[config.mk]
export PLATFORM = sky130hd
export DESIGN_NAME = roi_seq
export DESIGN_NICKNAME = d
export VERILOG_FILES = /design/src/rtl/roi_pkg.sv /design/src/rtl/roi_regfile.sv /design/src/rtl/roi_ctrl.sv /design/src/rtl/roi_dp.sv /design/src/rtl/roi_seq.sv
export SDC_FILE = /design/constraint.sdc
export NUM_CORES = 1
export LEC_CHECK = 0
export BUFFER_PORTS_ARGS = -buffer_cell sky130_fd_sc_hd__buf_4
export CORE_ASPECT_RATIO = 1.5
export CORE_MARGIN = 2
export CORE_UTILIZATION = 50
export DETAILED_ROUTE_END_ITERATION = 7
export PLACE_DENSITY = 0.65
export SYNTH_ARGS = -nofsm -noshare
export SYNTH_HDL_FRONTEND = slang
export SYNTH_HIERARCHICAL = 1
export SYNTH_SLANG_ARGS = --single-unit
export TNS_END_PERCENT = 30
[constraint.sdc]
create_clock -name clk -period 27.2 [get_ports clk]
set_input_delay 5.44 -clock clk [delete_from_list [all_inputs] [get_ports clk]]
set_output_delay 5.44 -clock clk [all_outputs]
set_load 0.005 [all_outputs]
[src/rtl/roi_pkg.sv]
package roi_pkg;
  localparam int COORD_W = 16;

  typedef struct packed {
    logic [COORD_W-1:0] startPix;
    logic [COORD_W-1:0] endPix;
    logic [COORD_W-1:0] startLine;
    logic [COORD_W-1:0] endLine;
    logic [COORD_W-1:0] period;
  } roi_cfg_t;

  // control -> datapath strobes
  typedef struct packed {
    logic loadFrame;
    logic runCyc;
  } roi_ctl_t;

  // datapath -> control status
  typedef struct packed {
    logic cfgBad;
    logic lineEnd;
    logic lastLine;
  } roi_sts_t;

  typedef enum logic {ST_IDLE, ST_RUN} roi_state_t;
endpackage

[src/rtl/roi_regfile.sv]
module roi_regfile
  import roi_pkg::*;
#(
  parameter logic [7:0] BASE_ADDR = 8'h24
) (
  input  logic       clk,
  input  logic       rstN,
  input  logic       regWe,
  input  logic [7:0] regAddr,
  input  logic [7:0] regWdata,
  input  logic       cfgArm,
  input  logic       loadFrame,
  output roi_cfg_t   nextCfg,
  output roi_cfg_t   actCfg
);
  localparam int NUM_BYTES = 5 * COORD_W / 8;

  logic [NUM_BYTES*8-1:0] shadowV;
  logic [7:0]             wrOff;
  logic                   wrHit;
  roi_cfg_t               shadowCfg;

  assign wrOff = regAddr - BASE_ADDR;
  assign wrHit = regWe && (regAddr >= BASE_ADDR) && (wrOff < 8'(NUM_BYTES));

  always_ff @(posedge clk or negedge rstN) begin
    if (!rstN) begin
      shadowV <= '0;
    end else if (wrHit) begin
      for (int b = 0; b < NUM_BYTES; b++) begin
        if (wrOff == 8'(b)) shadowV[b*8 +: 8] <= regWdata;
      end
    end
  end

  // low byte first, fields in address order
  assign shadowCfg.startPix  = shadowV[15:0];
  assign shadowCfg.endPix    = shadowV[31:16];
  assign shadowCfg.startLine = shadowV[47:32];
  assign shadowCfg.endLine   = shadowV[63:48];
  assign shadowCfg.period    = shadowV[79:64];

  assign nextCfg = cfgArm ? shadowCfg : actCfg;

  always_ff @(posedge clk or negedge rstN) begin
    if (!rstN)          actCfg <= '0;
    else if (loadFrame) actCfg <= nextCfg;
  end

  // the active set only moves at a frame load
  p_active_hold_r2: assert property (@(posedge clk) disable iff (!rstN)
    !loadFrame |=> $stable(actCfg));
endmodule

[src/rtl/roi_ctrl.sv]
module roi_ctrl
  import roi_pkg::*;
(
  input  logic     clk,
  input  logic     rstN,
  input  logic     start,
  input  roi_sts_t sts,
  output roi_ctl_t ctl,
  output logic     busy,
  output logic     frameDone,
  output logic     cfgErr
);
  roi_state_t state, nextState;
  logic       frameLast;

  assign frameLast = sts.lineEnd && sts.lastLine;

  always_comb begin
    ctl       = '0;
    nextState = state;
    unique case (state)
      ST_IDLE: begin
        if (start && !sts.cfgBad) begin
          ctl.loadFrame = 1'b1;
          nextState     = ST_RUN;
        end
      end
      ST_RUN: begin
        ctl.runCyc = 1'b1;
        if (frameLast) nextState = ST_IDLE;
      end
      default: nextState = ST_IDLE;
    endcase
  end

  always_ff @(posedge clk or negedge rstN) begin
    if (!rstN) begin
      state     <= ST_IDLE;
      frameDone <= 1'b0;
      cfgErr    <= 1'b0;
    end else begin
      state     <= nextState;
      frameDone <= (state == ST_RUN) && frameLast;
      cfgErr    <= (state == ST_IDLE) && start && sts.cfgBad;
    end
  end

  assign busy = (state == ST_RUN);

  // a refused start never opens a frame
  p_err_quiet_r3: assert property (@(posedge clk) disable iff (!rstN)
    cfgErr |-> !busy);
  // frame end pulse is single-cycle and follows a running frame
  p_done_pulse_r8: assert property (@(posedge clk) disable iff (!rstN)
    frameDone |=> !frameDone);
  p_done_after_run_r8: assert property (@(posedge clk) disable iff (!rstN)
    frameDone |-> !busy);
  // a frame only ends at the end of its last line
  p_keep_running_r9: assert property (@(posedge clk) disable iff (!rstN)
    (busy && !frameLast) |=> busy);
endmodule

[src/rtl/roi_dp.sv]
module roi_dp
  import roi_pkg::*;
#(
  parameter int PIX_PER_CLK = 10
) (
  input  logic                   clk,
  input  logic                   rstN,
  input  roi_ctl_t               ctl,
  input  roi_cfg_t               actCfg,
  input  roi_cfg_t               nextCfg,
  output roi_sts_t               sts,
  output logic                   lineValid,
  output logic [COORD_W-1:0]     lineIdx,
  output logic                   clkValid,
  output logic [COORD_W-1:0]     groupIdx,
  output logic [PIX_PER_CLK-1:0] pixMask,
  output logic                   preScan,
  output logic                   postScan
);
  localparam int  SH_W     = $clog2(PIX_PER_CLK);
  localparam bit  IS_POW2  = (PIX_PER_CLK == (1 << SH_W));
  localparam int  MUL_W    = COORD_W + SH_W + 1;
  localparam logic [COORD_W-1:0] GRP    = COORD_W'(PIX_PER_CLK);
  localparam logic [COORD_W-1:0] GRP_M1 = COORD_W'(PIX_PER_CLK - 1);

  logic [COORD_W-1:0] cycCnt, lineCnt;
  logic [COORD_W-1:0] firstClk, lastClk, nextLastClk;
  logic [COORD_W-1:0] startRem, endRem;
  logic [MUL_W-1:0]   baseIdx;

  // pixel -> readout-clock conversion, shift when the group is a power of two
  generate
    if (IS_POW2) begin : g_shift
      assign firstClk    = actCfg.startPix >> SH_W;
      assign lastClk     = actCfg.endPix   >> SH_W;
      assign nextLastClk = nextCfg.endPix  >> SH_W;
      assign startRem    = actCfg.startPix & GRP_M1;
      assign endRem      = actCfg.endPix   & GRP_M1;
    end else begin : g_div
      assign firstClk    = actCfg.startPix / GRP;
      assign lastClk     = actCfg.endPix   / GRP;
      assign nextLastClk = nextCfg.endPix  / GRP;
      assign startRem    = actCfg.startPix - COORD_W'(firstClk * GRP);
      assign endRem      = actCfg.endPix   - COORD_W'(lastClk * GRP);
    end
  endgenerate

  assign sts.cfgBad   = (nextCfg.startPix > nextCfg.endPix) ||
                        (nextCfg.startLine > nextCfg.endLine) ||
                        (nextCfg.period <= nextLastClk);
  assign sts.lineEnd  = (cycCnt == actCfg.period - COORD_W'(1));
  assign sts.lastLine = (lineCnt == actCfg.endLine);

  always_ff @(posedge clk or negedge rstN) begin
    if (!rstN) begin
      cycCnt  <= '0;
      lineCnt <= '0;
    end else if (ctl.loadFrame) begin
      cycCnt  <= '0;
      lineCnt <= nextCfg.startLine;
    end else if (ctl.runCyc) begin
      if (sts.lineEnd) begin
        cycCnt  <= '0;
        lineCnt <= lineCnt + COORD_W'(1);
      end else begin
        cycCnt  <= cycCnt + COORD_W'(1);
      end
    end
  end

  assign lineValid = ctl.runCyc;
  assign lineIdx   = ctl.runCyc ? lineCnt : '0;
  assign clkValid  = ctl.runCyc && (cycCnt >= firstClk) && (cycCnt <= lastClk);
  assign groupIdx  = clkValid ? cycCnt : '0;
  assign baseIdx   = MUL_W'(cycCnt) * MUL_W'(PIX_PER_CLK);

  generate
    for (genvar i = 0; i < PIX_PER_CLK; i++) begin : g_mask
      logic [MUL_W-1:0] pixAbs;
      assign pixAbs     = baseIdx + MUL_W'(i);
      assign pixMask[i] = clkValid &&
                          (pixAbs >= MUL_W'(actCfg.startPix)) &&
                          (pixAbs <= MUL_W'(actCfg.endPix));
    end
  endgenerate

  assign preScan  = clkValid && (cycCnt == firstClk) && (startRem != '0);
  assign postScan = clkValid && (cycCnt == lastClk) && (endRem != GRP_M1);

  // line number only advances at the end of a line, and stays in range
  p_line_stable_r4: assert property (@(posedge clk) disable iff (!rstN)
    (ctl.runCyc && !sts.lineEnd) |=> $stable(lineCnt));
  p_line_range_r4: assert property (@(posedge clk) disable iff (!rstN)
    ctl.runCyc |-> (lineCnt >= actCfg.startLine) && (lineCnt <= actCfg.endLine));
  // readout clocks only inside a line
  p_clk_in_line_r5: assert property (@(posedge clk) disable iff (!rstN)
    clkValid |-> lineValid);
  // every asserted group holds at least one region pixel
  p_mask_nonempty_r6: assert property (@(posedge clk) disable iff (!rstN)
    clkValid |-> (pixMask != '0));
  // flagged groups have their edge pixel outside the region
  p_pre_edge_r7: assert property (@(posedge clk) disable iff (!rstN)
    preScan |-> !pixMask[0]);
  p_post_edge_r7: assert property (@(posedge clk) disable iff (!rstN)
    postScan |-> !pixMask[PIX_PER_CLK-1]);
endmodule

[src/rtl/roi_seq.sv]
module roi_seq
  import roi_pkg::*;
#(
  parameter int         PIX_PER_CLK = 10,
  parameter logic [7:0] BASE_ADDR   = 8'h24
) (
  input  logic                   clk,
  input  logic                   rstN,
  input  logic                   regWe,
  input  logic [7:0]             regAddr,
  input  logic [7:0]             regWdata,
  input  logic                   cfgArm,
  input  logic                   start,
  output logic                   busy,
  output logic                   lineValid,
  output logic [15:0]            lineIdx,
  output logic                   clkValid,
  output logic [15:0]            groupIdx,
  output logic [PIX_PER_CLK-1:0] pixMask,
  output logic                   preScan,
  output logic                   postScan,
  output logic                   frameDone,
  output logic                   cfgErr
);
  roi_cfg_t nextCfg, actCfg;
  roi_ctl_t ctl;
  roi_sts_t sts;

  roi_regfile #(.BASE_ADDR(BASE_ADDR)) u_regs (
    .clk(clk), .rstN(rstN), .regWe(regWe), .regAddr(regAddr),
    .regWdata(regWdata), .cfgArm(cfgArm), .loadFrame(ctl.loadFrame),
    .nextCfg(nextCfg), .actCfg(actCfg)
  );

  roi_ctrl u_ctrl (
    .clk(clk), .rstN(rstN), .start(start), .sts(sts), .ctl(ctl),
    .busy(busy), .frameDone(frameDone), .cfgErr(cfgErr)
  );

  roi_dp #(.PIX_PER_CLK(PIX_PER_CLK)) u_dp (
    .clk(clk), .rstN(rstN), .ctl(ctl), .actCfg(actCfg), .nextCfg(nextCfg),
    .sts(sts), .lineValid(lineValid), .lineIdx(lineIdx), .clkValid(clkValid),
    .groupIdx(groupIdx), .pixMask(pixMask), .preScan(preScan),
    .postScan(postScan)
  );
endmodule

==> flow_summary.yaml, run 1 <==
status:
  status: "complete, no violations"
synthesis:
  async_flop_share_pct: 100
  synth_edf_count: 0
  synth_top_area_share_pct: 19.6
  ys_seq_area_share_pct: 19.6
  synth.distinct_cells: 132
  yosysWarnings: 6
  yosys.area.top_type: "dfrtp_1"
  synth_ff_type: "dfrtp_1"
  yosys-top-cells-count: "ha_1 (324), mux2_2 (241), a21oi_1 (202)"
  syn_area_mm2: 0.0249
  avgSynthCellArea_um2: 8.60
  syn_inst: 2890
  synth_most_common_cell: "ha_1"
  synth-seq-cells: 195
  synth.area.top_cells: "dfrtp_1 (20%), ha_1 (16%), mux2_2 (11%)"
global_route:
  grt_pass1_wl_um: 125000
  grt-ovfl-total: 0
  grt_pass1_vias: 22500
  grt_start_max_net_pins: 129
  gr-usage-all-layers_pct: 30.9
  grt_antenna_before_repair: 0
flow_run:
  drv_cap: 0
placement:
  place_inst: 3513
  gp_congestion: 1.02
  hpwl_um: 62500
  preCtsSetupSlack_ps: 11250
  place.port_buffers: 66
setup_path:
  critPathKind: "register to primary output"
  crit_family: "compound AO/OA/AOI/OAI gates"
  cp_num_buf_inv: 5
  slowest_stage: "dfrtp_1"
  cp.required_ps: 21760
  crit_path_end_kind: "primary output"
  path_max_fanout: 22
  crit_arrival_ps: 11080
  slowest_delay_ps: 870
  start_kind: "register"
  cp_common_cell: "a21oi_1"
die:
  ios: 70
  dieWidth_um: 186
  chipHeight_um: 277
  start_util_pct: 50.3
  die-area_mm2: 0.0516
  num_rows: 100
  core_area_mm2: 0.0494
sta:
  worst_pin_slew_ps: 1140
  tns_ps: 0
  grt_setup_unrepaired: "no"
  period_minus_slack_ps: 16520
  setup_ws_ps: 10680
  post-route-period-util_pct: 60.7
  max_freq_mhz: 60.6
  skew_ps: 12.4
  maxSlewHeadroom_pct: 23.5
  finalMaxSlewViolations: 0
  setup_viol: 0
  hold_viol_final: 0
clock_tree:
  htreeDepth: 4
  clk_pin_slew_ps: 80
  cts_setup_buffers: 0
  cts_num_sinks: 195
  cts_tree: "yes"
  cts_buffer_depth: 2
  ctsResizeCount: 0
  cts_hold_buf: 0
  cts_buffers: 17
  cts_root_buf: "clkbuf_16"
  clk_latency_ps: 450
drt:
  wl_um: 80300
  avgViaCountPerCell: 6.39
  wl_per_cell_um: 22.6
  num_vias: 22700
  first_pass_iters: 6
  postRouteAntennaNets: 0
  drc_errors: 0
  dr.first_iter.drc_count: 1448
min_path:
  min_path_type: "register to register"
layout:
  stdcell_count: 3545
  nNetsFinal: 3219
  num_antenna_cells: 0
  area_growth_pct: 5.96
  drive_gt1_share_pct: 16.2
-- layout by cell type, fill, tap and decap left out, drive strengths merged, types with 64 or more instances in the layout --
cell	synthesis	routed
ha	324	324
buf	62	96
nor2b	76	76
nor2	164	164
nand2	154	154
dfrtp	195	195
mux2	243	243
inv	153	163
xnor2	127	127
a21oi	206	206
o21ai	170	170
nand3	66	66
nand2b	75	75
a21o	64	64
-- cells by family (layout without fill, tap and decap cells) --
| kind of cell | count (synthesis) | count (layout) | share of synthesized area, % |
|---|---|---|---|
| xor+xnor | 174 | 174 | 6.19 |
| buf+inv | 299 | 289 | 5.10 |
| fa+ha+maj | 340 | 340 | 17.2 |
| compound gates | 769 | 769 | 21.3 |
| mux | 263 | 263 | 11.9 |
| simple gates | 849 | 849 | 18.7 |
| flops | 195 | 195 | 19.6 |
| other cells | 1 | 3 | 0.0151 |
-- worst paths after layout --
kind | startpoint | end | slack [ps] | cells past startpoint
min in group asynchronous | rstN | u_regs/shadowV[24]$_DFFE_PN0P_ | 5100 | 1
setup reg to reg | u_regs/actCfg[61]$_DFFE_PN0P_ | u_dp/lineCnt[15]$_DFFE_PN0P_ | 17150 | 37
max in group asynchronous | rstN | u_dp/lineCnt[5]$_DFFE_PN0P_ | 20460 | 2
hold reg to reg | u_regs/shadowV[48]$_DFFE_PN0P_ | u_regs/shadowV[48]$_DFFE_PN0P_ | 490 | 1
hold / removal | u_regs/shadowV[48]$_DFFE_PN0P_ | u_regs/shadowV[48]$_DFFE_PN0P_ | 490 | 1
setup / recovery | u_regs/actCfg[62]$_DFFE_PN0P_ | postScan | 10680 | 42
-- stage by stage --
stage	utilization, %	hold slack (ps)	area [um^2]
6_report	53.3	486	26300
5_1_grt	53.3	517	26300
4_1_cts	53.3	495	26300
3_5_place_dp	52.2	480	25800
3_3_place_gp	52.2	466	25800
2_1_floorplan	-	452	24900
-- final cells by class --
type	count	area [um^2]
repair buffers	97	734
clock inverters	14	131
flip-flops and latches	195	4880
fillers	4606	23100
inverters	160	611
multi-input cells	2398	18700
clock buffers	18	429
well taps	663	830
-- registers in the layout, indices dropped and copies added (netlist names) --
register	cells
u_dp/cycCnt	16
u_regs/actCfg	80
u_regs/shadowV	80
u_dp/lineCnt	16
u_ctrl/cfgErr	1
u_ctrl/frameDone	1
u_ctrl/busy	1
-- routing by layer --
layer	routed length, um	up-vias	global-route usage (%)	part of all wire, %
li1	-	10700	-	-
met1	30600	10900	34.7	38
met2	40300	817	55.0	50
met3	3530	288	2.75	4.4
met4	5850	0	20.5	7.3
met5	0	-	0	0
Power of run 1 is not shown: default switching activity piles up to over one toggle a cycle in this logic, so the estimate is an artifact.
==> inputs of run 2 (changes only) <==
--- a/config.mk
+++ b/config.mk
@@ -5,12 +5,13 @@
 export SDC_FILE = /design/constraint.sdc
 export NUM_CORES = 1
 export LEC_CHECK = 0
+export ABC_AREA = 1
 export BUFFER_PORTS_ARGS = -buffer_cell sky130_fd_sc_hd__buf_4
 export CORE_ASPECT_RATIO = 1.5
 export CORE_MARGIN = 2
 export CORE_UTILIZATION = 50
 export DETAILED_ROUTE_END_ITERATION = 7
-export PLACE_DENSITY = 0.65
+export PLACE_DENSITY = 0.68
 export SYNTH_ARGS = -nofsm -noshare
 export SYNTH_HDL_FRONTEND = slang
 export SYNTH_HIERARCHICAL = 1
==> constraint.sdc (replaced) <==
create_clock -name clk -period 13.26 [get_ports clk]
set_input_delay 2.652 -clock clk [delete_from_list [all_inputs] [get_ports clk]]
set_output_delay 2.652 -clock clk [all_outputs]
set_load 0.005 [all_outputs]
==> flow_summary.yaml, run 2 <==
clock_tree:
  cts_tree: "yes"
  cts_buffers: 17
  htreeDepth: 4
  cts_num_sinks: 195
  clk_latency_ps: 470
  clk_pin_slew_ps: 90
  cts_root_buf: "clkbuf_16"
  cts_buffer_depth: 2
layout:
  design_area_mm2: 0.0248
  nNetsFinal: 3722
  mostFrequentLayoutCells: "nand2_1 (813), inv_1 (415), ha_1 (324), o21ai_0 (233), dfrtp_1 (192)"
  ff_latch_area_mm2: 0.00488
  multi_input_area_mm2: 0.0160
  area_growth_pct: 8.04
  nFillCells: 4583
  drive_gt1_share_pct: 10.9
  final_common_cell: "nand2_1"
  stdcell_count: 3975
  utilization_pct: 54.5
  reg_top3: "u_regs/actCfg (80), u_regs/shadowV (80)"
placement:
  place.port_buffers: 66
  gp_congestion: 1.05
  place_area_mm2: 0.0240
  hpwl_um: 65200
  place_inst: 3929
die:
  core_area_mm2: 0.0455
  ios: 70
  dieWidth_um: 179
  die-area_mm2: 0.0477
  num_rows: 96
  start_util_pct: 50.4
  chipHeight_um: 266
sta:
  period_minus_slack_ps: 12600
  maxSlewHeadroom_pct: 4.19
  skew_ps: 20.3
  hold_viol_final: 0
  finalMaxSlewViolations: 0
  grt_setup_unrepaired: "yes"
  post-route-period-util_pct: 95.0
  max_freq_mhz: 79.4
  worst_pin_slew_ps: 1420
  setup_viol: 0
synthesis:
  ys_seq_area_share_pct: 21.3
  syn_area_mm2: 0.0230
  synth_adder_area_share_pct: 18.1
  yosysWarnings: 6
  synth_edf_count: 0
  synth-seq-cells: 195
  syn_inst: 3334
  synth_ff_type: "dfrtp_1"
  async_flop_share_pct: 100
  yosys-top-cells-count: "nand2_1 (813), inv_1 (417), ha_1 (324)"
  synth_top_area_share_pct: 21.3
  synth-simple-area-share_pct: 31.5
  yosys.area.top_type: "dfrtp_1"
  muxShareOfSynthArea_pct: 0.147
  synth.distinct_cells: 66
  avgSynthCellArea_um2: 6.88
  synth_top_family_by_area: "simple AND/OR/NAND/NOR gates"
  synth_most_common_cell: "nand2_1"
  synth_compound_area_share_pct: 13.9
  synthXorXnorAreaFrac_pct: 5.59
  synth.area.top_cells: "dfrtp_1 (21%), ha_1 (18%), nand2_1 (13%)"
drt:
  wl_um: 82400
  avgViaCountPerCell: 5.82
  dr.first_iter.drc_count: 1529
  postRouteAntennaNets: 0
  wl_per_cell_um: 20.7
  drc_errors: 0
  first_pass_iters: 6
  num_vias: 23100
setup_path:
  cp_common_cell: "nand2_2"
  cp.required_ps: 10610
  start_kind: "register"
  cp-startpoint: "u_regs/actCfg[77]$_DFFE_PN0P_"
  critPathKind: "register to primary output"
  slowest_delay_ps: 420
  slowest_stage: "dfrtp_2"
  path_max_fanout: 9
  crit_path_end_kind: "primary output"
  crit_arrival_ps: 9950
  r2r-start: "u_regs/actCfg[63]$_DFFE_PN0P_"
flow_run:
  drv_cap: 0
pwr:
  p_per_area_mw_per_mm2: 66.3
  total_power_mw: 1.64
  leakage_nw: 13.3
  ir_worst_vdd_v: 0.000110
global_route:
  grt_antenna_before_repair: 2
  grt_pass1_wl_um: 126000
  grt_pass1_vias: 22700
  grt-ovfl-total: 0
  gr-usage-all-layers_pct: 35.2
  grt_start_max_net_pins: 121
min_path:
  hp-start: "u_regs/shadowV[14]$_DFFE_PN0P_"
  min_path_type: "register to register"
status:
  status: "complete, no violations"
-- run 2: layer usage --
layer	vias up	wire (um)	track usage [%]
met4	0	7800	29.4
met2	726	41000	60.9
met3	292	4060	6.91
li1	11200	-	-
met1	10900	29500	36.0
met5	-	0	0
-- run 2: worst paths after layout --
path | slack (ps) | depth (start not counted) | end
worst max-delay path | 660 | 77 | preScan
worst min-delay path | 480 | 2 | u_regs/shadowV[14]$_DFFE_PN0P_
worst max register to register | 3770 | 72 | u_dp/cycCnt[15]$_DFFE_PN0P_
worst min register to register | 480 | 2 | u_regs/shadowV[14]$_DFFE_PN0P_
max in group asynchronous | 8930 | 3 | u_regs/actCfg[7]$_DFFE_PN0P_
min in group asynchronous | 2110 | 1 | u_regs/actCfg[34]$_DFFE_PN0P_
-- run 2: what timing repair did --
action,in CTS,in global routing
hold endpoints to repair,0,0
gates resized for setup,0,22
setup endpoints to repair,0,2
setup buffers,0,10
hold buffers,0,0
-- run 2: power by group --
part	leakage, nW	total, mW	internal, mW	switching, mW
Clock	0.320	0.578	0.273	0.305
Sequential	2.20	0.608	0.603	0.00539
Combinational	10.8	0.458	0.146	0.312
Total	13.3	1.64	1.02	0.623
-- run 2: worst max-delay path, delay by kind of cell, from the launching register on --
kind / cells / cell delay, ps
AND/OR/NAND/NOR: 54 / 5230
flip-flops: 1 / 420
buffers and inverters: 6 / 510
adder cells (fa/ha/maj): 5 / 1470
XOR/XNOR: 1 / 90
AO/OA/AOI/OAI: 11 / 1730
-- run 2: layout make-up --
cell class	instances	share of cell area, %
Clock inverter	15	0.949
Sequential cell	195	19.7
Tap cell	588	2.97
Clock buffer	17	1.72
Antenna cell	2	0.0202
Inverter	471	7.21
Timing Repair Buffer	99	3.02
Multi-Input combinational cell	2588	64.4
-- run 2: metrics by stage --
stage	setup TNS (ps)	setup slack [ps]	hold WS, ps
2_1_floorplan	0	2540	442
3_3_place_gp	0	1210	456
3_5_place_dp	0	820	458
4_1_cts	0	278	479
5_1_grt	-16.4	-16.4	493
6_report	0	659	477
-- run 2: logic make-up after synthesis --
group | after synthesis
adder cells (fa/ha/maj) | 329
buffers and inverters | 553
AND/OR/NAND/NOR | 1552
flip-flops | 195
AO/OA/AOI/OAI | 556
multiplexers | 3
XOR/XNOR | 145
other | 1
(Power assumes the default switching activity.)
